--- src/rtl/clkpre_pkg.sv ---
package clkpre_pkg;

   localparam int CTRL_W   = 8;
   localparam int GUARD_B  = 7;

   typedef enum logic [1:0] {
      WR_NONE   = 2'd0,
      WR_UNLOCK = 2'd1,
      WR_SELECT = 2'd2,
      WR_DROP   = 2'd3
   } wr_kind_e;

endpackage

--- src/rtl/clkpre_wr_decode.sv ---
module clkpre_wr_decode
   import clkpre_pkg::*;
(
   input  logic              wr_en,
   input  logic [CTRL_W-1:0] wr_data,
   input  logic              guard_open,
   output wr_kind_e          kind
);

   localparam logic [CTRL_W-1:0] UNLOCK_WORD = CTRL_W'(1) << GUARD_B;

   always_comb begin
      kind = WR_NONE;
      if (wr_en) begin
         if (wr_data[GUARD_B]) begin
            // opening word only counts while the window is shut
            if (wr_data == UNLOCK_WORD && !guard_open) kind = WR_UNLOCK;
            else                                        kind = WR_DROP;
         end else begin
            if (guard_open) kind = WR_SELECT;
            else            kind = WR_DROP;
         end
      end
   end

endmodule

--- src/rtl/clkpre_guard.sv ---
module clkpre_guard
   import clkpre_pkg::*;
#(
   parameter int UNLOCK_CYCLES = 4
) (
   input  logic     clk,
   input  logic     rst_n,
   input  wr_kind_e kind,
   output logic     guard_open
);

   localparam int TMR_W = $clog2(UNLOCK_CYCLES + 1);
   localparam logic [TMR_W-1:0] TMR_LOAD = TMR_W'(UNLOCK_CYCLES - 1);

   logic [TMR_W-1:0] remain;

   always_ff @(posedge clk) begin
      if (!rst_n) begin
         guard_open <= 1'b0;
         remain     <= '0;
      end else if (!guard_open) begin
         if (kind == WR_UNLOCK) begin
            guard_open <= 1'b1;
            remain     <= TMR_LOAD;
         end
      end else if (kind == WR_SELECT) begin
         guard_open <= 1'b0;
         remain     <= '0;
      end else if (remain == '0) begin
         guard_open <= 1'b0;
      end else begin
         remain <= remain - 1'b1;
      end
   end

endmodule

--- src/rtl/clkpre_sel.sv ---
module clkpre_sel
   import clkpre_pkg::*;
#(
   parameter int SEL_W      = 4,
   parameter int MAX_CODE   = 8,
   parameter int RESET_CODE = 0
) (
   input  logic             clk,
   input  logic             rst_n,
   input  wr_kind_e         kind,
   input  logic [SEL_W-1:0] wr_code,
   output logic [SEL_W-1:0] sel_code
);

   logic code_ok;

   assign code_ok = (int'(wr_code) <= MAX_CODE);

   always_ff @(posedge clk) begin
      if (!rst_n)                             sel_code <= SEL_W'(RESET_CODE);
      else if (kind == WR_SELECT && code_ok)  sel_code <= wr_code;
   end

endmodule

--- src/rtl/clkpre_divider.sv ---
module clkpre_divider #(
   parameter int SEL_W      = 4,
   parameter int MAX_CODE   = 8,
   parameter int RESET_CODE = 0,
   parameter bit REG_OUT    = 1'b0
) (
   input  logic             clk,
   input  logic             rst_n,
   input  logic [SEL_W-1:0] sel_code,
   output logic             div_clk_en
);

   localparam int CNT_W = (MAX_CODE > 0) ? MAX_CODE : 1;

   logic [SEL_W-1:0] active;
   logic [CNT_W-1:0] count;
   logic [CNT_W-1:0] limit;
   logic             wrap;

   always_comb begin
      for (int i = 0; i < CNT_W; i++) begin
         limit[i] = (i < int'(active));
      end
   end

   assign wrap = (count == limit);

   // factor only swaps at a period boundary
   always_ff @(posedge clk) begin
      if (!rst_n) begin
         active <= SEL_W'(RESET_CODE);
         count  <= '0;
      end else if (wrap) begin
         active <= sel_code;
         count  <= '0;
      end else begin
         count  <= count + 1'b1;
      end
   end

   generate
      if (REG_OUT) begin : g_reg_out
         logic en_q;
         always_ff @(posedge clk) begin
            if (!rst_n) en_q <= 1'b0;
            else        en_q <= wrap;
         end
         assign div_clk_en = en_q;
      end else begin : g_comb_out
         assign div_clk_en = wrap;
      end
   endgenerate

endmodule

--- src/rtl/clk_prescale_ctrl.sv ---
module clk_prescale_ctrl
   import clkpre_pkg::*;
#(
   parameter int UNLOCK_CYCLES = 4,
   parameter int SEL_W         = 4,
   parameter int MAX_CODE      = 8,
   parameter int RESET_CODE    = 0,
   parameter bit REG_OUT       = 1'b0
) (
   input  logic              clk,
   input  logic              rst_n,
   input  logic              wr_en,
   input  logic [CTRL_W-1:0] wr_data,
   output logic [CTRL_W-1:0] rd_data,
   output logic              div_clk_en
);

   localparam int PAD_W = GUARD_B - SEL_W;

   generate
      if (SEL_W < 1 || SEL_W > GUARD_B) begin : g_bad_sel_w
         $error("SEL_W must lie between 1 and the guard bit position");
      end
      if (MAX_CODE < 0 || MAX_CODE >= (1 << SEL_W)) begin : g_bad_max
         $error("MAX_CODE must fit in the select field");
      end
      if (RESET_CODE < 0 || RESET_CODE > MAX_CODE) begin : g_bad_rst
         $error("RESET_CODE must be a legal code");
      end
      if (UNLOCK_CYCLES < 1) begin : g_bad_win
         $error("UNLOCK_CYCLES must be at least one");
      end
   endgenerate

   wr_kind_e         kind;
   logic             guard_open;
   logic [SEL_W-1:0] sel_code;

   clkpre_wr_decode u_dec (
      .wr_en      (wr_en),
      .wr_data    (wr_data),
      .guard_open (guard_open),
      .kind       (kind)
   );

   clkpre_guard #(.UNLOCK_CYCLES(UNLOCK_CYCLES)) u_guard (
      .clk        (clk),
      .rst_n      (rst_n),
      .kind       (kind),
      .guard_open (guard_open)
   );

   clkpre_sel #(
      .SEL_W      (SEL_W),
      .MAX_CODE   (MAX_CODE),
      .RESET_CODE (RESET_CODE)
   ) u_sel (
      .clk      (clk),
      .rst_n    (rst_n),
      .kind     (kind),
      .wr_code  (wr_data[SEL_W-1:0]),
      .sel_code (sel_code)
   );

   clkpre_divider #(
      .SEL_W      (SEL_W),
      .MAX_CODE   (MAX_CODE),
      .RESET_CODE (RESET_CODE),
      .REG_OUT    (REG_OUT)
   ) u_div (
      .clk        (clk),
      .rst_n      (rst_n),
      .sel_code   (sel_code),
      .div_clk_en (div_clk_en)
   );

   generate
      if (PAD_W > 0) begin : g_pad
         assign rd_data = {guard_open, {PAD_W{1'b0}}, sel_code};
      end else begin : g_nopad
         assign rd_data = {guard_open, sel_code};
      end
   endgenerate

endmodule

--- config.mk ---
export PLATFORM = sky130hd
export DESIGN_NAME = clk_prescale_ctrl
export DESIGN_NICKNAME = d
export VERILOG_FILES = /design/src/rtl/clkpre_pkg.sv /design/src/rtl/clkpre_wr_decode.sv /design/src/rtl/clkpre_guard.sv /design/src/rtl/clkpre_sel.sv /design/src/rtl/clkpre_divider.sv /design/src/rtl/clk_prescale_ctrl.sv
export SDC_FILE = /design/constraint.sdc
export NUM_CORES = 1
export LEC_CHECK = 0
export BUFFER_PORTS_ARGS = -buffer_cell sky130_fd_sc_hd__buf_4
export CORE_ASPECT_RATIO = 0.5
export CORE_MARGIN = 2
export CORE_UTILIZATION = 40
export DETAILED_ROUTE_END_ITERATION = 12
export HOLD_SLACK_MARGIN = 0.15
export PLACE_DENSITY_LB_ADDON = 0.25
export SLEW_MARGIN = 20
export SYNTH_ARGS = -nofsm -noshare
export SYNTH_HDL_FRONTEND = slang
export SYNTH_HIERARCHICAL = 1
export SYNTH_SLANG_ARGS = --single-unit
export TNS_END_PERCENT = 20
--- constraint.sdc ---
create_clock -name clk -period 2.4 [get_ports clk]
set_clock_uncertainty 0.1 [all_clocks]
set_input_delay 0.36 -clock clk [delete_from_list [all_inputs] [get_ports clk]]
set_output_delay 0.36 -clock clk [all_outputs]
set_load 0.02 [all_outputs]
==> impl_metrics.ini <==
[grt]
grt_antenna_before_repair = 0
grt_max_degree = 18
grt_use_met1 = 0.1917
grt_pass1_wl_um = 3815
grt_pass1_vias = 861
grt_usage = 0.1433
met2_usage = 0.2130
use_met3 = 0.04468
overflow = 0
grt_busiest_layer = met2

[timing]
hold_slack_ns = 0.3033
hold_viol_final = 0
final_max_slew_viol_count = 0
rsz0062_at_grt = no
setup_tns_ns = 0
setup_viol = 0
period_minus_slack_ns = 2.290
finalCritPeriodShare = 0.9540
fmax_ghz = 0.4367

[clock_network]
cts_hold_buffers = 0
cts_buffers = 3
clk_pin_slew_ns = 0.07
clockRootBuffer = clkbuf_8
cts_setup_buffers = 0
htreeDepth = 1
cts.sinks = 20
cts_buffer_depth = 2
cts_tree = built
insertion_delay_ns = 0.25

[die]
initial_utilization = 0.4120
ios = 20
die_area_sq_um = 3514
rows = 14
die_w_um = 81.86
dieHeight_um = 42.93
coreArea_sq_um = 2943

[yosys]
syn_avg_cell_area_sq_um = 8.915
yosys_warnings = 6
yosys_most_used_dff = dfxtp_1
yosys.area.top_type_share = 0.3302
synth_simple_gate_area_frac = 0.2642
synth-seq-area-share = 0.3302
synth_edf_count = 0
synth_xor_area_frac = 0.06502
syn_area_sq_um = 1212
synth_compound_area_frac = 0.1981
synth_adder_area_share = 0.03096
async_reset_ff_frac = 0
yosys.area.top_type = dfxtp_1
ys_top_cells_by_count = 20 x dfxtp_1, 12 x nor2_1, 11 x nand2_1, 11 x nand3_1
synth_top_family_by_area = simple AND/OR/NAND/NOR gates
synthMuxAreaShare = 0.03302
yosys.cell_types.count = 49
synth_seq_cells = 20
synth.area.top_cells = dfxtp_1 33%, nand3_1 4.5%, xor2_1 4.3%, nor2_1 3.7%, nand2_1 3.4%
yosysMostFrequentCell = dfxtp_1
syn_inst = 136

[routing]
dr.pass1.iters = 4
drt_iter0_markers = 70
totalWireLength_um = 2135
viasPerCell = 4.942
wl_per_cell_um = 11.30
postRouteAntennaNets = 0
drc = 0
routed-via-count = 934

[setup_path]
endpoint_kind = output pin
crit_type = flip-flop to output pin
crit_fanout = 9
worstPathRequired_ns = 1.94
rrSetupSlack_ns = 0.44
start_kind = flip-flop
arrival_ns = 1.83

[layout]
diodes = 0
syn_to_final_growth_pct = 13.42
filler_cell_count = 287
nets = 165
drive_gt1_frac = 0.2349

[placed_design]
gp_routability_congestion = 0.8636
portBuffers = 16
dp_hpwl_um = 1621

[power_and_ir_drop]
vdd.ir_drop.worst_v = 0.0002154
p_per_area_nw_per_um2 = 703.7
power_w = 0.0009676
p_leak_nw = 0.5223

[worst_hold_path]
hold_class = input port to flip-flop

[outcome]
status = complete, no violations

[flow_run]
cap_violations = 0
layout by cell type (no fill, tap or decap), types with 2 or more instances in the layout:
master	netlist	routed
nor2_1	12	12
xor2_1	6	6
o21ai_0	2	2
clkbuf_8	0	3
mux2i_1	4	4
a21oi_1	7	7
nand3_1	11	11
a21boi_0	3	3
nor3b_1	2	2
dfxtp_1	20	19
and3_1	2	2
conb_1	1	3
buf_4	4	17
a31oi_1	2	2
xnor2_1	3	3
inv_1	7	7
nand2_1	11	11
a22oi_1	3	3
ha_1	3	3
report_power, final:
group	total, W	internal, W	switching, W
clock network	0.000218	0.000112	0.000106
logic	0.000360	0.000181	0.000178
registers	0.000390	0.000355	0.0000353
total	0.000968	0.000648	0.000320
sequential cells by signal, indices dropped and copies added, names as in the netlist:
name / count
u_div/count: 8
u_div/active: 4
u_sel/sel_code: 4
u_guard/remain: 3
u_guard/guard_open: 1
kinds of logic (layout without fill, tap and decap cells):
kind of cell,count (synthesis),in the layout
fa+ha+maj,3,3
xor+xnor,9,9
other cells,1,3
flops,20,20
buf+inv,16,27
simple gates,54,54
compound gates,29,29
mux,4,4
metrics by stage:
| step | worst slack, ns | instance area, sq um | instances | util |
|---|---|---|---|---|
| detailed placement | 0.3528 | 1333 | 186 | 0.4528 |
| floorplan | 0.3522 | 1220 | 138 | - |
| global placement | 0.3794 | 1333 | 186 | 0.4528 |
| finish | 0.1103 | 1375 | 189 | 0.4673 |
| CTS | 0.05495 | 1374 | 189 | 0.4668 |
| global route | 0.007519 | 1375 | 189 | 0.4673 |
routing by layer:
metal | part of all wire | wire, um
met5 | 0 | 0
met4 | 0.016 | 34
met3 | 0.045 | 96
met2 | 0.42 | 903
met1 | 0.52 | 1101
path summary, 6_finish.rpt:
check / depth (start not counted) / startpoint / to
worst min-delay path: 3 / wr_data[3] / u_sel/sel_code[2]$_SDFFE_PN0P_
worst max register to register: 5 / u_div/active[1]$_SDFFE_PN0N_ / u_div/count[7]$_SDFF_PP0_
worst min register to register: 2 / u_guard/remain[1]$_SDFFE_PN0P_ / u_guard/remain[1]$_SDFFE_PN0P_
worst max-delay path: 5 / u_div/active[1]$_SDFFE_PN0N_ / div_clk_en
worst max-delay path: stages, from the launching register on:
cell       delay [ns]
dfxtp_1          0.40
or2_0            0.30
a2111oi_4        0.37
o21ai_2          0.15
nor3_4           0.20
buf_4            0.16
area by class of cell:
cell class,count,area (sq um),area share
multi-input cells,102,728.2,0.5296
repair buffers,17,127.6,0.09281
clock buffers,3,41.29,0.03003
well taps,40,50.05,0.03640
flip-flops and latches,20,401.6,0.2921
inverters,7,26.28,0.01911
timing repair:
action                     in CTS  in global routing
hold endpoints to repair        0                  0
gates resized for setup         0                  1
setup endpoints to repair       0                  1
(Power assumes the default switching activity.)
